--- src/rtl/sbi_pkg.sv ---
// Package: shared format codes and the byte-shift rule for the
// block-complete interrupt counter. Assumes 3-bit format codes.
package sbi_pkg;

    typedef enum logic [2:0] {
        FMT_U8    = 3'd0,
        FMT_ULAW  = 3'd1,
        FMT_S16L  = 3'd2,
        FMT_ALAW  = 3'd3,
        FMT_RSV4  = 3'd4,
        FMT_ADPCM = 3'd5,
        FMT_S16B  = 3'd6,
        FMT_RSV7  = 3'd7
    } fmt_code_e;

    // Left shift from frames to bytes for one block.
    function automatic logic [1:0] bytes_shift(input fmt_code_e code, input logic stereo);
        logic [1:0] base_k;
        case (code)
            FMT_S16L, FMT_S16B: base_k = 2'd1;
            FMT_ADPCM:          base_k = 2'd2;
            default:            base_k = 2'd0;
        endcase
        return base_k + {1'b0, stereo};
    endfunction

endpackage

--- src/rtl/sbi_regs.sv ---
// Indirect register file: block length bytes, run control and format.
// Assumes one write per cycle; every register resets to zero.
module sbi_regs #(
    parameter int unsigned ADDR_W   = 5,
    parameter int unsigned DATA_W   = 8,
    parameter int unsigned IDX_LO   = 15,
    parameter int unsigned IDX_HI   = 14,
    parameter int unsigned IDX_RUN  = 9,
    parameter int unsigned IDX_FMT  = 8,
    localparam int unsigned LEN_W   = 2 * DATA_W
) (
    input  logic              clk,
    input  logic              rst_n,
    input  logic              wr,
    input  logic [ADDR_W-1:0] idx,
    input  logic [DATA_W-1:0] wdata,
    output logic [LEN_W-1:0]  length,
    output logic [1:0]        run_en,
    output sbi_pkg::fmt_code_e fmt_code,
    output logic              stereo
);
    import sbi_pkg::*;

    // One byte lane per half of the block length.
    for (genvar b = 0; b < 2; b++) begin : g_lane
        localparam int unsigned LANE_IDX = (b == 0) ? IDX_LO : IDX_HI;
        logic [DATA_W-1:0] lane_q;

        // Capture the byte written to this lane's index.
        always_ff @(posedge clk) begin
            if (!rst_n)
                lane_q <= '0;
            else if (wr && idx == ADDR_W'(LANE_IDX))
                lane_q <= wdata;
        end

        assign length[b*DATA_W +: DATA_W] = lane_q;
    end

    // Run control: bit 0 playback, bit 1 capture.
    always_ff @(posedge clk) begin
        if (!rst_n)
            run_en <= 2'b00;
        else if (wr && idx == ADDR_W'(IDX_RUN))
            run_en <= wdata[1:0];
    end

    // Format: keep only the code and stereo bits.
    always_ff @(posedge clk) begin
        if (!rst_n) begin
            fmt_code <= FMT_U8;
            stereo   <= 1'b0;
        end else if (wr && idx == ADDR_W'(IDX_FMT)) begin
            fmt_code <= fmt_code_e'(wdata[7:5]);
            stereo   <= wdata[4];
        end
    end

endmodule

--- src/rtl/sbi_counter.sv ---
// Frame down-counter with load on enable rise and reload on wrap.
// Assumes frame_stb is a single-cycle pulse per frame.
module sbi_counter #(
    parameter int unsigned CNT_W = 16
) (
    input  logic             clk,
    input  logic             rst_n,
    input  logic [1:0]       run_en,
    input  logic [CNT_W-1:0] length,
    input  logic             frame_stb,
    output logic [CNT_W-1:0] count,
    output logic             load_pulse,
    output logic             wrap
);
    logic [1:0] run_en_d;
    logic       running;

    assign running    = |run_en;
    assign load_pulse = |(run_en & ~run_en_d);
    assign wrap       = running && frame_stb && !load_pulse && count == '0;

    // Remember the previous run bits to find a rising bit.
    always_ff @(posedge clk) begin
        if (!rst_n)
            run_en_d <= 2'b00;
        else
            run_en_d <= run_en;
    end

    // Load, reload or decrement the frame count.
    always_ff @(posedge clk) begin
        if (!rst_n)
            count <= '0;
        else if (load_pulse || wrap)
            count <= length;
        else if (running && frame_stb)
            count <= count - CNT_W'(1);
    end

endmodule

--- src/rtl/sbi_flag.sv ---
// Sticky block-complete flag; set has priority over clear.
// Assumes clr is a status-port write pulse.
module sbi_flag (
    input  logic clk,
    input  logic rst_n,
    input  logic set,
    input  logic clr,
    output logic flag
);
    // Hold the pending flag until cleared.
    always_ff @(posedge clk) begin
        if (!rst_n)
            flag <= 1'b0;
        else if (set)
            flag <= 1'b1;
        else if (clr)
            flag <= 1'b0;
    end

endmodule

--- src/rtl/sbi_size.sv ---
// Combinational block byte size from length and format.
// Assumes the result width leaves room for length+1 shifted by 3.
module sbi_size #(
    parameter int unsigned CNT_W   = 16,
    localparam int unsigned BYTES_W = CNT_W + 4
) (
    input  logic [CNT_W-1:0]   length,
    input  sbi_pkg::fmt_code_e fmt_code,
    input  logic               stereo,
    output logic [BYTES_W-1:0] bytes
);
    import sbi_pkg::*;

    logic [BYTES_W-1:0] frames;
    logic [1:0]         k;

    // Frames per block, then scale to bytes.
    always_comb begin
        frames = {{(BYTES_W-CNT_W){1'b0}}, length} + BYTES_W'(1);
        k      = bytes_shift(fmt_code, stereo);
        bytes  = frames << k;
    end

endmodule

--- src/rtl/sample_block_irq.sv ---
// Top: block-complete interrupt counter for audio DMA blocks.
// Assumes a single clock domain and synchronous active-low reset.
module sample_block_irq #(
    parameter int unsigned ADDR_W  = 5,
    parameter int unsigned DATA_W  = 8,
    parameter int unsigned IDX_LO  = 15,
    parameter int unsigned IDX_HI  = 14,
    parameter int unsigned IDX_RUN = 9,
    parameter int unsigned IDX_FMT = 8,
    localparam int unsigned CNT_W   = 2 * DATA_W,
    localparam int unsigned BYTES_W = CNT_W + 4
) (
    input  logic               clk,
    input  logic               rst_n,
    input  logic               reg_wr,
    input  logic [ADDR_W-1:0]  reg_idx,
    input  logic [DATA_W-1:0]  reg_wdata,
    input  logic               stat_wr,
    input  logic               frame_stb,
    output logic               irq,
    output logic               status_pending,
    output logic               play_active,
    output logic               cap_active,
    output logic [CNT_W-1:0]   cur_count,
    output logic [BYTES_W-1:0] block_bytes
);
    import sbi_pkg::*;

    logic [CNT_W-1:0] base_q;
    logic [1:0]       run_en;
    fmt_code_e        fmt_code;
    logic             stereo;
    logic             load_pulse;
    logic             wrap;
    logic             pend;

    sbi_regs #(
        .ADDR_W(ADDR_W), .DATA_W(DATA_W), .IDX_LO(IDX_LO),
        .IDX_HI(IDX_HI), .IDX_RUN(IDX_RUN), .IDX_FMT(IDX_FMT)
    ) u_regs (
        .clk(clk), .rst_n(rst_n), .wr(reg_wr), .idx(reg_idx),
        .wdata(reg_wdata), .length(base_q), .run_en(run_en),
        .fmt_code(fmt_code), .stereo(stereo)
    );

    sbi_counter #(.CNT_W(CNT_W)) u_cnt (
        .clk(clk), .rst_n(rst_n), .run_en(run_en), .length(base_q),
        .frame_stb(frame_stb), .count(cur_count),
        .load_pulse(load_pulse), .wrap(wrap)
    );

    sbi_flag u_flag (
        .clk(clk), .rst_n(rst_n), .set(wrap), .clr(stat_wr), .flag(pend)
    );

    sbi_size #(.CNT_W(CNT_W)) u_size (
        .length(base_q), .fmt_code(fmt_code), .stereo(stereo),
        .bytes(block_bytes)
    );

    assign irq            = pend;
    assign status_pending = pend;
    assign play_active    = run_en[0];
    assign cap_active     = run_en[1];

endmodule

--- config.mk ---
export PLATFORM = sky130hd
export DESIGN_NAME = sample_block_irq
export DESIGN_NICKNAME = d
export VERILOG_FILES = /design/src/rtl/sbi_pkg.sv /design/src/rtl/sbi_regs.sv /design/src/rtl/sbi_counter.sv /design/src/rtl/sbi_flag.sv /design/src/rtl/sbi_size.sv /design/src/rtl/sample_block_irq.sv
export SDC_FILE = /design/constraint.sdc
export NUM_CORES = 1
export LEC_CHECK = 0
export BUFFER_PORTS_ARGS = -buffer_cell sky130_fd_sc_hd__buf_2
export CAP_MARGIN = 20
export CORE_ASPECT_RATIO = 0.6
export CORE_UTILIZATION = 30
export DETAILED_ROUTE_END_ITERATION = 7
export SYNTH_ARGS = -nofsm -noshare
export SYNTH_HDL_FRONTEND = slang
export SYNTH_SLANG_ARGS = --single-unit
export TNS_END_PERCENT = 100
--- constraint.sdc ---
create_clock -name clk -period 2.55 [get_ports clk]
set_clock_uncertainty 0.2 [all_clocks]
set_input_delay 0.51 -clock clk [delete_from_list [all_inputs] [get_ports clk]]
set_output_delay 0.51 -clock clk [all_outputs]
set_load 0.005 [all_outputs]
# Word level (Yosys, flattened, before mapping)
# Cells that the tools add are included.
# totals
reg_bits	41
input_bits	18
output_inout_bits	40
wordCells	41
# classes
add_sub_neg	3
eq_ne	7
shift	1
mux	5
bitwise_logic	2
n_reduce_logical	15
# op_table
operator	count
16-bit two-way mux	2
5-bit by 4-bit equality test with 1-bit output, second input constant	4
20-bit by 2-bit left shift with 20-bit output	1
16-bit by 1-bit adder with 17-bit output, second input constant	1
16-bit logical NOT	1
16-bit by 1-bit subtractor with 16-bit output, second input constant	1
1-bit logical AND	7
3-bit equality test, second input constant	2
2-bit OR reduction	3
2-bit one-hot mux with 2 select lines	1
2-bit nonzero test	2
3-bit by 2-bit equality test with 1-bit output, second input constant	1
2-bit by 1-bit adder with 2-bit output	1
2-bit AND	1
1-bit two-way mux	2
2-bit inverter	1
1-bit logical NOT	1
1-bit logical OR	1

# Depth between registers and ports, before layout
# Gate-level depths: netlist of run 1.
# logic_depth
word_depth	8
depth_mapped	9
mapped_depth_nobuf	7

# Hierarchy
# A second synthesis of run 1 with hierarchy kept.
# unflattened
hier_cells	343
hier_area_um2	2907.8
# by_module_without_submodules
module	instances	cells_per_inst	area_per_inst_um2	seq_area_each_um2
sbi_counter	1	126	1092.3	360.3
sbi_size	1	128	910.9	0.0
sbi_regs	1	85	855.8	440.4
sbi_flag	1	3	41.3	20.0
sample_block_irq	1	1	7.5	0.0

# Least setup slack after synthesis of run 1
# Ideal clock, no wire load.
# synth_timing
path_kind	register to output
startpoint	register u_regs.fmt_code[1]
endpoint	output port block_bytes[11]
arrival_ns	2.070
required_ns	1.840
path_slack_ns	-0.230
stages_incl_launch_ff	9
path_buffers	1
path_cell_list	dfxtp_1 > nor2b_1 > ha_1 > clkbuf_1 > clkinv_1 > nor2_1 > a221oi_1 > or4_1 > o21ai_0
# synth_via
elab_chain_cells	5
# synth_lines
item	line_no	text
start, declared	sbi_regs.sv:19	output sbi_pkg::fmt_code_e fmt_code,
start signal, assigned	sbi_regs.sv:54	fmt_code <= fmt_code_e'(wdata[7:5]);
3-bit by 2-bit equality test with 1-bit output or 3-bit equality test (tied branches)	sbi_pkg.sv:19	case (code)
2-bit OR reduction	sbi_pkg.sv:19	
2-bit one-hot mux with 2 select lines (*)	sbi_pkg.sv:19	
2-bit by 1-bit adder with 2-bit output (*)	sbi_pkg.sv:24	return base_k + {1'b0, stereo};
20-bit by 2-bit left shift with 20-bit output (*)	sbi_size.sv:21	bytes = frames << k;
end, declared	sample_block_irq.sv:25	output logic [BYTES_W-1:0] block_bytes
# Every way passes the cells marked *; elsewhere a longest branch is shown, timed or not.

# Final worst setup path of run 1
# Same ends and word-level chain as after synthesis.

==> flow_results.xml, run 1 <==
<?xml version="1.0" encoding="UTF-8"?>
<metrics>
  <group name="run_status">
    <metric name="outcome" unit="">complete, but fails checks</metric>
    <metric name="failed_checks" unit="">setup timing</metric>
  </group>
  <group name="timing">
    <metric name="post-route-worst-setup-slack" unit="ns">-0.2950</metric>
    <metric name="rsz0062_at_grt" unit="">yes</metric>
    <metric name="finalMaxSlewViolations" unit="">0</metric>
    <metric name="finalCriticalPeriod" unit="ns">2.845</metric>
    <metric name="max_clock_freq" unit="MHz">351.5</metric>
    <metric name="min_period_over_period" unit="">1.116</metric>
    <metric name="maxSlewHeadroom" unit="">0.5153</metric>
    <metric name="finalHoldViolations" unit="">0</metric>
    <metric name="setup_tns" unit="ns">-3.439</metric>
    <metric name="final-setup-viol-count" unit="">19</metric>
    <metric name="worst_slew_pin_slew" unit="ns">0.7271</metric>
    <metric name="final.hold.worst_slack" unit="ns">0.3023</metric>
  </group>
  <group name="cells_and_area">
    <metric name="diodes" unit="">0</metric>
    <metric name="seq_area" unit="um^2">825.8</metric>
    <metric name="area.growth.synth_to_final" unit="%">51.33</metric>
    <metric name="fin_nets" unit="">486</metric>
    <metric name="multi_input_comb_area" unit="um^2">2126</metric>
    <metric name="final_util" unit="">0.4833</metric>
    <metric name="finish.instance_area" unit="um^2">4260</metric>
    <metric name="drive_gt1_frac" unit="">0.4056</metric>
    <metric name="num-fill-cells" unit="">872</metric>
  </group>
  <group name="yosys">
    <metric name="synthDominantCellAreaShare" unit="">0.2916</metric>
    <metric name="synth_async_sr_flop_share" unit="">0</metric>
    <metric name="synth_largest_area_cell" unit="">dfxtp_1</metric>
    <metric name="synthCells" unit="">357</metric>
    <metric name="synth_area_per_cell" unit="um^2">7.886</metric>
    <metric name="synth_flop_cell" unit="">dfxtp_1</metric>
    <metric name="synth_seq_area_share" unit="">0.2916</metric>
    <metric name="synth_fp_nets" unit="">378</metric>
    <metric name="post_synthesis_instance_area" unit="um^2">2815</metric>
    <metric name="synth_edf_count" unit="">0</metric>
    <metric name="yosys_register_bits" unit="">41</metric>
    <metric name="synth_cell_type_count" unit="">61</metric>
    <metric name="synth.top_cells.by_area" unit="">dfxtp_1 (29%), mux2i_1 (12%), nor2_1 (6.0%)</metric>
    <metric name="synth.yosys.warnings" unit="">0</metric>
  </group>
  <group name="clocking">
    <metric name="clock_sinks" unit="">41</metric>
    <metric name="clock_tree.root_cell" unit="">clkbuf_16</metric>
    <metric name="h_tree_lvls" unit="">2</metric>
    <metric name="cts_hold_buf" unit="">0</metric>
    <metric name="clock_insertion_delay_worst_skew" unit="ns">0.29</metric>
    <metric name="clk_path_buf_depth" unit="">2</metric>
    <metric name="cts_tree" unit="">built</metric>
    <metric name="numCtsBuffers" unit="">5</metric>
    <metric name="clk_pin_slew_worst_paths" unit="ns">0.06</metric>
  </group>
  <group name="pwr">
    <metric name="p_leak" unit="uW">0.001744</metric>
    <metric name="ir_worst_vdd" unit="uV">236.5</metric>
    <metric name="pwr_density_cell" unit="nW/um^2">367.8</metric>
    <metric name="fin_total_pwr" unit="uW">1567</metric>
  </group>
  <group name="grt">
    <metric name="grt_antenna_before_repair" unit="">0</metric>
    <metric name="overflow_left_after_global_routing" unit="">0</metric>
    <metric name="grt_util_all_layers" unit="">0.1994</metric>
    <metric name="grt_pass1_vias" unit="">2896</metric>
    <metric name="pin_count_of_the_biggest_net_entering_global_routing" unit="">24</metric>
    <metric name="grt_first_pass_wirelength" unit="um">15440</metric>
  </group>
  <group name="die">
    <metric name="dieArea" unit="um^2">9788</metric>
    <metric name="pin_count" unit="">58</metric>
    <metric name="core.rowCount" unit="">26</metric>
    <metric name="core_region_area" unit="um^2">8816</metric>
    <metric name="horiz_die_dim" unit="um">127.1</metric>
    <metric name="fp.dieH" unit="um">77.04</metric>
    <metric name="start_util" unit="">0.3193</metric>
  </group>
  <group name="detailed_routing">
    <metric name="route.detailed.wl_per_inst" unit="um">16.53</metric>
    <metric name="detail-route-antenna-nets" unit="">0</metric>
    <metric name="detailedRoute.firstIterationViolations" unit="">315</metric>
    <metric name="dr.pass1.iters" unit="">5</metric>
    <metric name="wl" unit="um">9785</metric>
    <metric name="detailed_route_drc_error_count" unit="">0</metric>
    <metric name="viasPerCell" unit="">5.566</metric>
    <metric name="route.vias.total" unit="">3295</metric>
  </group>
  <group name="placed_design">
    <metric name="buffer_ports.inserted" unit="">57</metric>
    <metric name="finalWeightedCongestion" unit="">0.9106</metric>
    <metric name="dpl.hpwl" unit="um">7121</metric>
    <metric name="post_dp_cell_area" unit="um^2">3621</metric>
  </group>
  <group name="critical_path">
    <metric name="required" unit="ns">1.84</metric>
    <metric name="critical_path.max_fanout" unit="">6</metric>
    <metric name="setup.worst_path.start_class" unit="">flip-flop</metric>
    <metric name="critPathKind" unit="">reg -&gt; out</metric>
    <metric name="critPathCaptureType" unit="">primary output</metric>
    <metric name="arrival" unit="ns">2.14</metric>
  </group>
  <group name="run">
    <metric name="cap_viol_max_count" unit="">0</metric>
  </group>
  <group name="worst_hold_path">
    <metric name="worst_hold_path_type" unit="">in -&gt; reg</metric>
  </group>
</metrics>
==> sequential cells by signal, indices dropped and copies added, names as in the netlist <==
name,flops
u_regs.fmt_code,3
u_cnt.run_en_d,2
u_regs.stereo,1
u_regs.g_lane.lane_q,16
u_flag.flag,1
u_regs.run_en,2
u_cnt.count,16
==> timing repair <==
item                                    in CTS  in global routing
hold endpoints to repair                     0                  0
gates cloned                                 0                  1
pin swaps                                   15                  9
setup buffers                                9                  4
endpoints found under the setup margin      24                 29
gates resized for setup                     52                 28
==> synth_stat cells (5+ instances only) <==
master / count
nor3_1: 7
nor4_1: 6
nand2b_1: 5
mux2i_1: 34
o21ai_0: 19
a21oi_1: 14
a31oi_1: 8
and2_1: 6
nor2_1: 45
a32oi_1: 5
nand3_1: 12
dfxtp_1: 41
nand4_1: 7
a211oi_1: 7
clkbuf_1: 20
inv_1: 8
nand2_1: 29
==> logic make-up (layout without fill, tap and decap cells) <==
logic type | after synthesis | after routing | synth area share
xor gates and xnor gates | 6 | 6 | 0.01867
muxes | 37 | 37 | 0.1329
DFF | 41 | 41 | 0.2916
and+or+nand+nor | 139 | 139 | 0.2511
adders and majority gates | 3 | 3 | 0.01333
buffers and inverters | 34 | 143 | 0.04978
AOI/OAI and AO/OA | 97 | 97 | 0.2427
==> cells in the final DEF, fill, tap and decap left out, types with 3 or more instances in the layout <==
| master | instances |
|---|---|
| clkbuf_16 | 6 |
| a21oi_1 | 11 |
| a211oi_1 | 4 |
| a211oi_2 | 3 |
| nor3_1 | 3 |
| buf_2 | 56 |
| inv_1 | 8 |
| nor3_2 | 3 |
| nand2_2 | 4 |
| o21ai_2 | 3 |
| a222oi_1 | 4 |
| a21oi_2 | 3 |
| mux2i_1 | 34 |
| o211ai_1 | 3 |
| dfxtp_1 | 37 |
| a32oi_1 | 5 |
| buf_6 | 9 |
| and2_1 | 4 |
| xor2_1 | 3 |
| nor2_1 | 42 |
| o21ai_0 | 8 |
| nand3b_1 | 3 |
| nand2_1 | 25 |
| or4_1 | 4 |
| buf_4 | 54 |
| buf_12 | 4 |
| nor4_1 | 5 |
| nand2b_1 | 5 |
| a22oi_1 | 4 |
| nand3_1 | 9 |
| a31oi_1 | 8 |
| o21ai_1 | 9 |
| nand4_1 | 7 |
| dfxtp_2 | 4 |
==> through the flow <==
step	cells	worst slack [ns]
after floorplan	357	0.004590
after global placement	571	-0.07378
after detailed placement	571	-0.1317
after CTS	587	-0.2973
after global routing	592	-0.3898
final	592	-0.2950
==> cell type report <==
type                       instances  share of cell area
multi-input combinational        282              0.4990
timing repair buffer             126              0.2164
sequential                        41              0.1938
tap                              126             0.03700
clock buffer                       5             0.02937
clock inverter                     3             0.01527
inverter                           9            0.009104
==> path summary, 6_finish.rpt <==
path,startpoint,endpoint,slack (ns),cells past startpoint
setup / recovery,u_regs.fmt_code[1]$_SDFFE_PN0P_,block_bytes[11],-0.30,9
hold / removal,reg_wdata[7],u_regs.g_lane[1].lane_q[7]$_SDFFE_PN0P_,0.30,3
setup reg to reg,u_cnt.count[0]$_SDFFE_PN0P_,u_cnt.count[12]$_SDFFE_PN0P_,0.09,6
hold reg to reg,u_flag.flag$_SDFFE_PN0P_,u_flag.flag$_SDFFE_PN0P_,0.30,2
==> worst max-delay path: stages (launching register included) <==
cell	delay, ns
dfxtp_2	0.32
nor2b_4	0.12
ha_4	0.29
clkinv_4	0.07
buf_12	0.14
nand4_1	0.09
a211oi_2	0.09
or4_1	0.51
o21ai_1	0.08
buf_2	0.12
==> report_power, final <==
group	total, uW	switching, uW	internal (uW)	leakage, uW
Sequential	646	2.85	643	0.000332
Clock	832	273	559	0.0000938
Combinational	88.4	50.8	37.6	0.00132
==> per-layer routing <==
metal / wire length, um / GRT usage / vias to the layer above
li1: - / - / 1578
met1: 5102 / 0.3017 / 1575
met2: 3907 / 0.2830 / 135
met3: 717 / 0.04955 / 7
met4: 57 / 0.02976 / 0
met5: 0 / 0 / -
(Power assumes the default switching activity.)
==> run 2: changes to the inputs <==
--- a/config.mk
+++ b/config.mk
@@ -8,6 +8,7 @@
 export BUFFER_PORTS_ARGS = -buffer_cell sky130_fd_sc_hd__buf_2
 export CAP_MARGIN = 20
 export CORE_ASPECT_RATIO = 0.6
+export CORE_MARGIN = 2
 export CORE_UTILIZATION = 30
 export DETAILED_ROUTE_END_ITERATION = 7
 export SYNTH_ARGS = -nofsm -noshare
==> run 2 against run 1 <==
Compared with the run above: setup slack got worse by 0.026 ns; combinational power increased by 0.6%; largest power group unchanged; critical path type unchanged; final cell count increased by 1.7%; non-clock buffer count increased by 6; via count decreased by 2.9%; critical path depth unchanged; final area unchanged; flip-flop and latch count unchanged; the run still ends with setup timing left.
==> flow_results.xml, run 2 (same netlist as run 1, synthesis figures left out) <==
<?xml version="1.0" encoding="UTF-8"?>
<metrics>
  <group name="run_status">
    <metric name="failed_checks" unit="">setup timing</metric>
    <metric name="outcome" unit="">complete, but fails checks</metric>
  </group>
  <group name="critical_path">
    <metric name="setup.worst_path.start_class" unit="">flip-flop</metric>
    <metric name="required" unit="ns">1.84</metric>
    <metric name="worst-r2r-cell-count" unit="">6</metric>
    <metric name="critPathKind" unit="">reg -&gt; out</metric>
    <metric name="r2r_end" unit="">u_cnt.count[12]$_SDFFE_PN0P_</metric>
    <metric name="critical_path.max_fanout" unit="">6</metric>
    <metric name="arrival" unit="ns">2.16</metric>
    <metric name="critPathCaptureType" unit="">primary output</metric>
    <metric name="critPathBufInv" unit="">3</metric>
    <metric name="crit_slowest_cell" unit="">or4_4</metric>
    <metric name="max_stage_delay" unit="ns">0.52</metric>
    <metric name="timing.critical_path.cells" unit="">nor2b_4 &gt; ha_4 &gt; buf_6 &gt; buf_4 &gt; nand2_4 &gt; a211oi_4 &gt; or4_4 &gt; o21ai_2 &gt; buf_2</metric>
    <metric name="rrSetupSlack" unit="ns">0.11</metric>
    <metric name="r2r-start" unit="">u_cnt.count[0]$_SDFFE_PN0P_</metric>
    <metric name="critical-path-top-delay-family" unit="">simple AND/OR/NAND/NOR gates</metric>
    <metric name="critical_path_cell_count" unit="">9</metric>
  </group>
  <group name="cells_and_area">
    <metric name="fin_nets" unit="">492</metric>
    <metric name="seq_area" unit="um^2">824.5</metric>
    <metric name="final-instance-count-excl-fill" unit="">602</metric>
    <metric name="multi_input_comb_area" unit="um^2">2156</metric>
    <metric name="area.growth.synth_to_final" unit="%">51.33</metric>
    <metric name="layout.cells.most_common_list" unit="">buf_4 (63), buf_2 (57), nor2_1 (43)</metric>
    <metric name="layout_commonest_cell" unit="">buf_4</metric>
    <metric name="drive_gt1_frac" unit="">0.4258</metric>
    <metric name="diodes" unit="">0</metric>
    <metric name="top_regs" unit="">u_cnt.count x16, u_regs.g_lane.lane_q x16, u_regs.fmt_code x3</metric>
    <metric name="num-fill-cells" unit="">909</metric>
  </group>
  <group name="detailed_routing">
    <metric name="viasPerCell" unit="">5.312</metric>
    <metric name="route.vias.total" unit="">3198</metric>
    <metric name="wl" unit="um">9756</metric>
    <metric name="dr.pass1.iters" unit="">5</metric>
    <metric name="detailed_route_drc_error_count" unit="">0</metric>
    <metric name="detail-route-antenna-nets" unit="">0</metric>
    <metric name="route.detailed.wl_per_inst" unit="um">16.21</metric>
    <metric name="detailedRoute.firstIterationViolations" unit="">265</metric>
  </group>
  <group name="grt">
    <metric name="grt_util_all_layers" unit="">0.1911</metric>
    <metric name="grt_first_pass_wirelength" unit="um">15410</metric>
    <metric name="pin_count_of_the_biggest_net_entering_global_routing" unit="">23</metric>
    <metric name="grt_antenna_before_repair" unit="">0</metric>
    <metric name="overflow_left_after_global_routing" unit="">0</metric>
    <metric name="grt_pass1_vias" unit="">2947</metric>
  </group>
  <group name="worst_hold_path">
    <metric name="min-delay-start" unit="">u_regs.fmt_code[2]$_SDFFE_PN0P_</metric>
    <metric name="worst_hold_path_type" unit="">reg -&gt; reg</metric>
    <metric name="hold_path_depth" unit="">2</metric>
    <metric name="whs_endpoint" unit="">u_regs.fmt_code[2]$_SDFFE_PN0P_</metric>
  </group>
  <group name="die">
    <metric name="core.rowCount" unit="">27</metric>
    <metric name="fp.dieH" unit="um">79.04</metric>
    <metric name="dieArea" unit="um^2">10200</metric>
    <metric name="pin_count" unit="">58</metric>
    <metric name="start_util" unit="">0.3075</metric>
    <metric name="horiz_die_dim" unit="um">129.1</metric>
    <metric name="core_region_area" unit="um^2">9155</metric>
  </group>
  <group name="clocking">
    <metric name="numCtsBuffers" unit="">5</metric>
    <metric name="clock_sinks" unit="">41</metric>
    <metric name="clk_pin_slew_worst_paths" unit="ns">0.06</metric>
    <metric name="h_tree_lvls" unit="">2</metric>
    <metric name="clock_tree.root_cell" unit="">clkbuf_16</metric>
    <metric name="clock_insertion_delay_worst_skew" unit="ns">0.29</metric>
    <metric name="clk_path_buf_depth" unit="">2</metric>
    <metric name="cts_tree" unit="">built</metric>
  </group>
  <group name="placed_design">
    <metric name="buffer_ports.inserted" unit="">57</metric>
    <metric name="finalWeightedCongestion" unit="">0.9185</metric>
    <metric name="dpl.hpwl" unit="um">7234</metric>
    <metric name="dp.cells" unit="">579</metric>
  </group>
  <group name="timing">
    <metric name="worst_slew_pin_slew" unit="ns">0.6920</metric>
    <metric name="finalCriticalPeriod" unit="ns">2.871</metric>
    <metric name="finalMaxSlewViolations" unit="">0</metric>
    <metric name="min_period_over_period" unit="">1.126</metric>
    <metric name="finalHoldViolations" unit="">0</metric>
    <metric name="maxSlewHeadroom" unit="">0.5387</metric>
    <metric name="post-route-worst-setup-slack" unit="ns">-0.3213</metric>
    <metric name="max_clock_freq" unit="MHz">348.3</metric>
    <metric name="setup_tns" unit="ns">-3.077</metric>
    <metric name="rsz0062_at_grt" unit="">yes</metric>
    <metric name="final-setup-viol-count" unit="">15</metric>
  </group>
  <group name="pwr">
    <metric name="pwr_density_cell" unit="nW/um^2">332.1</metric>
    <metric name="p_leak" unit="uW">0.001784</metric>
    <metric name="fin_total_pwr" unit="uW">1415</metric>
    <metric name="ir_worst_vdd" unit="uV">251.8</metric>
  </group>
  <group name="run">
    <metric name="cap_viol_max_count" unit="">0</metric>
  </group>
</metrics>
==> run 2: cell type report <==
cell class,count,share of cell area
Multi-Input combinational cell,282,0.5060
Timing Repair Buffer,132,0.2167
Sequential cell,41,0.1935
Tap cell,130,0.03818
Clock buffer,7,0.03583
Inverter,9,0.008517
Clock inverter,1,0.001175
==> run 2: repair_timing <==
| action | CTS | global route |
|---|---|---|
| pin swaps | 5 | 18 |
| setup buffers | 5 | 10 |
| gates resized for setup | 33 | 51 |
| setup endpoints to repair | 26 | 35 |
| hold buffers | 0 | 0 |
==> run 2: worst reg2reg max path, cell delays in order (launching register included) <==
cell and delay, ns:
dfxtp_1 0.31, inv_1 0.07, ha_2 0.21, or3b_4 0.42, or4_4 0.54, or4_1 0.49
a31oi_1 0.13
==> run 2: worst max-delay path by stage <==
stage	startpoint	to
after global routing	u_regs.fmt_code[1]$_SDFFE_PN0P_	block_bytes[9]
final	u_regs.fmt_code[1]$_SDFFE_PN0P_	block_bytes[11]
after floorplan	u_regs.fmt_code[1]$_SDFFE_PN0P_	block_bytes[12]
after detailed placement	u_cnt.count[0]$_SDFFE_PN0P_	u_cnt.count[13]$_SDFFE_PN0P_
after global placement	u_regs.fmt_code[1]$_SDFFE_PN0P_	block_bytes[15]
after CTS	u_regs.fmt_code[1]$_SDFFE_PN0P_	block_bytes[7]
==> run 2: where the power goes <==
group | switching, uW | internal [uW]
clock | 265 | 415
sequential | 2.91 | 643
combinational | 50.4 | 38.5
==> run 2: per-layer routing <==
metal	routed length, um	track usage	up-vias
met2	3958	0.2646	100
met5	0	0	-
met1	5052	0.2982	1519
li1	-	-	1574
met3	695	0.04111	5
met4	49	0.03696	0
==> run 2: stage by stage <==
step           instance area (um^2)  utilization  hold WS [ns]  worst slack [ns]
5_1_grt                        4260       0.4654        0.3099           -0.3654
3_5_place_dp                   3643       0.3980        0.3009          -0.04536
3_3_place_gp                   3643       0.3980        0.2887          -0.07181
6_report                       4260       0.4654        0.3042           -0.3213
2_1_floorplan                  2821            -        0.2605          0.004590
4_1_cts                        3974       0.4341        0.2958           -0.3170
==> run 3: changes to the inputs <==
--- a/config.mk
+++ b/config.mk
@@ -10,7 +10,9 @@
 export CORE_ASPECT_RATIO = 0.6
 export CORE_MARGIN = 2
 export CORE_UTILIZATION = 30
+export CTS_CLUSTER_SIZE = 16
 export DETAILED_ROUTE_END_ITERATION = 7
+export RECOVER_POWER = 100
 export SYNTH_ARGS = -nofsm -noshare
 export SYNTH_HDL_FRONTEND = slang
 export SYNTH_SLANG_ARGS = --single-unit
==> run 3 against run 2 <==
Compared with the run above: non-clock buffer count is the same; flip-flop and latch count is the same; first-iteration DRC count grew 3.8%; critical path depth is the same; the run still ends with setup timing left; clock power is essentially flat; register-to-register slack lost 0.12 ns; critical path type unchanged.
==> flow_results.xml, run 3 (same netlist as run 1, synthesis figures left out) <==
<?xml version="1.0" encoding="UTF-8"?>
<metrics>
  <group name="run_status">
    <metric name="outcome" unit="">complete, but fails checks</metric>
    <metric name="failed_checks" unit="">setup timing</metric>
  </group>
  <group name="die">
    <metric name="dieArea" unit="um^2">10200</metric>
    <metric name="pin_count" unit="">58</metric>
    <metric name="core.rowCount" unit="">27</metric>
    <metric name="core_region_area" unit="um^2">9155</metric>
    <metric name="start_util" unit="">0.3075</metric>
    <metric name="fp.dieH" unit="um">79.04</metric>
    <metric name="horiz_die_dim" unit="um">129.1</metric>
  </group>
  <group name="detailed_routing">
    <metric name="route.detailed.wl_per_inst" unit="um">16.33</metric>
    <metric name="viasPerCell" unit="">5.394</metric>
    <metric name="dr.pass1.iters" unit="">5</metric>
    <metric name="route.vias.total" unit="">3247</metric>
    <metric name="detail-route-antenna-nets" unit="">0</metric>
    <metric name="wl" unit="um">9833</metric>
    <metric name="detailedRoute.firstIterationViolations" unit="">275</metric>
    <metric name="detailed_route_drc_error_count" unit="">0</metric>
  </group>
  <group name="critical_path">
    <metric name="required" unit="ns">1.84</metric>
    <metric name="critPathCaptureType" unit="">primary output</metric>
    <metric name="critical_path.max_fanout" unit="">6</metric>
    <metric name="critPathKind" unit="">reg -&gt; out</metric>
    <metric name="arrival" unit="ns">2.16</metric>
    <metric name="setup.worst_path.start_class" unit="">flip-flop</metric>
  </group>
  <group name="timing">
    <metric name="min_period_over_period" unit="">1.125</metric>
    <metric name="worst_slew_pin_slew" unit="ns">0.6872</metric>
    <metric name="post-route-worst-setup-slack" unit="ns">-0.3198</metric>
    <metric name="maxSlewHeadroom" unit="">0.5419</metric>
    <metric name="finalCriticalPeriod" unit="ns">2.870</metric>
    <metric name="finalMaxSlewViolations" unit="">0</metric>
    <metric name="final-setup-viol-count" unit="">16</metric>
    <metric name="finalHoldViolations" unit="">0</metric>
    <metric name="max_clock_freq" unit="MHz">348.5</metric>
    <metric name="rsz0062_at_grt" unit="">yes</metric>
  </group>
  <group name="clocking">
    <metric name="numCtsBuffers" unit="">5</metric>
    <metric name="clock_tree.root_cell" unit="">clkbuf_16</metric>
    <metric name="clk_path_buf_depth" unit="">2</metric>
    <metric name="cts_hold_buf" unit="">0</metric>
    <metric name="cts_tree" unit="">built</metric>
    <metric name="clk_pin_slew_worst_paths" unit="ns">0.06</metric>
    <metric name="clock_insertion_delay_worst_skew" unit="ns">0.29</metric>
    <metric name="clock_sinks" unit="">41</metric>
    <metric name="h_tree_lvls" unit="">2</metric>
  </group>
  <group name="cells_and_area">
    <metric name="top_regs" unit="">u_cnt.count x16, u_regs.g_lane.lane_q x16, u_regs.fmt_code x3</metric>
    <metric name="layout.cells.most_common_list" unit="">buf_4 (57), buf_2 (51), nor2_1 (43)</metric>
    <metric name="finish.instance_area" unit="um^2">4212</metric>
    <metric name="fin_nets" unit="">492</metric>
    <metric name="layout_commonest_cell" unit="">buf_4</metric>
    <metric name="drive_gt1_frac" unit="">0.3983</metric>
    <metric name="multi_input_comb_area" unit="um^2">2136</metric>
    <metric name="seq_area" unit="um^2">824.5</metric>
    <metric name="num-fill-cells" unit="">918</metric>
    <metric name="diodes" unit="">0</metric>
    <metric name="area.growth.synth_to_final" unit="%">49.60</metric>
  </group>
  <group name="pwr">
    <metric name="power_frac_seq" unit="">0.457</metric>
    <metric name="power_frac_clock" unit="">0.481</metric>
    <metric name="power.switching_fraction" unit="">0.2253</metric>
    <metric name="ir_worst_vdd" unit="uV">251.1</metric>
    <metric name="net_switching_power_of_the_design" unit="uW">318.7</metric>
    <metric name="power.combinational.fraction" unit="">0.062</metric>
    <metric name="p_leak" unit="uW">0.001732</metric>
    <metric name="p_int" unit="uW">1096</metric>
    <metric name="pwr_density_cell" unit="nW/um^2">335.9</metric>
  </group>
  <group name="placed_design">
    <metric name="pre_cts_slack" unit="ns">-0.04536</metric>
    <metric name="finalWeightedCongestion" unit="">0.9185</metric>
    <metric name="post_dp_cell_area" unit="um^2">3643</metric>
    <metric name="buffer_ports.inserted" unit="">57</metric>
    <metric name="dpl.hpwl" unit="um">7234</metric>
  </group>
  <group name="grt">
    <metric name="grt_first_pass_wirelength" unit="um">15410</metric>
    <metric name="pin_count_of_the_biggest_net_entering_global_routing" unit="">23</metric>
    <metric name="grt_pass1_vias" unit="">2947</metric>
    <metric name="grt_util_all_layers" unit="">0.1911</metric>
    <metric name="overflow_left_after_global_routing" unit="">0</metric>
    <metric name="grt_antenna_before_repair" unit="">0</metric>
  </group>
  <group name="worst_hold_path">
    <metric name="worst_hold_path_type" unit="">reg -&gt; reg</metric>
  </group>
  <group name="run">
    <metric name="cap_viol_max_count" unit="">0</metric>
  </group>
</metrics>
## run 3: cell types whose count changed in the layout (fill, tap and decap cells not counted), sizes merged
cell    change
clkbuf     +12
buf        -12
## run 3: timing repair
action | in CTS | in global routing
cloned | 0 | 0
setup endpoints to repair | 26 | 35
resized for setup | 33 | 51
pin swaps | 5 | 18
setup buffers | 5 | 10
## run 3: routing by layer
layer / share of wire / global-route usage / wire (um)
met1: 0.52 / 0.2982 / 5137
met2: 0.40 / 0.2646 / 3968
met3: 0.068 / 0.04111 / 668
met4: 0.0059 / 0.03696 / 58
met5: 0 / 0 / 0
## run 3: area by class of cell
class / count / area share
multi-input combinational: 282 / 0.5071
clock buffer: 7 / 0.03624
tap: 130 / 0.03862
clock inverter: 1 / 0.001188
sequential: 41 / 0.1958
timing repair buffer: 132 / 0.2124
inverter: 9 / 0.008616
## run 3: final timing paths
path                                    from                         endpoint  slack (ns)  cells after the start
min          u_regs.fmt_code[2]$_SDFFE_PN0P_  u_regs.fmt_code[2]$_SDFFE_PN0P_        0.30                      2
max reg2reg      u_cnt.count[0]$_SDFFE_PN0P_      u_cnt.count[5]$_SDFFE_PN0P_       -0.01                      7
max          u_regs.fmt_code[1]$_SDFFE_PN0P_                  block_bytes[11]       -0.32                      9
min reg2reg  u_regs.fmt_code[2]$_SDFFE_PN0P_  u_regs.fmt_code[2]$_SDFFE_PN0P_        0.30                      2
## run 3: power by group through the flow
stage | Clock, uW | Combinational (uW) | Sequential, uW
final | 681 | 87.7 | 646
after global routing | 724 | 94.9 | 646
after floorplan | 0 | 36.0 | 660
after CTS | 697 | 82.7 | 646
after detailed placement | 0 | 79.3 | 660
after global placement | 0 | 78.0 | 660
## run 3: worst max-delay path: stages, from the launching register on
cell and delay, ns:
dfxtp_2 0.34, nor2b_4 0.17, ha_4 0.23, buf_6 0.13, buf_4 0.14, nand2_4 0.09, a211oi_4 0.07, or4_4 0.52
o21ai_2 0.06, buf_2 0.12
## run 3: per-stage QoR
stage               hold slack [ns]  instances  utilization  total power, uW  setup TNS, ns
floorplan                    0.2605        357            -            695.6              0
global placement             0.2887        579       0.3980            738.0       -0.09472
detailed placement           0.3009        579       0.3980            739.3        -0.3016
CTS                          0.2958        592       0.4341             1425         -3.939
global route                 0.3104        602       0.4600             1465         -5.899
finish                       0.3044        602       0.4600             1415         -3.057
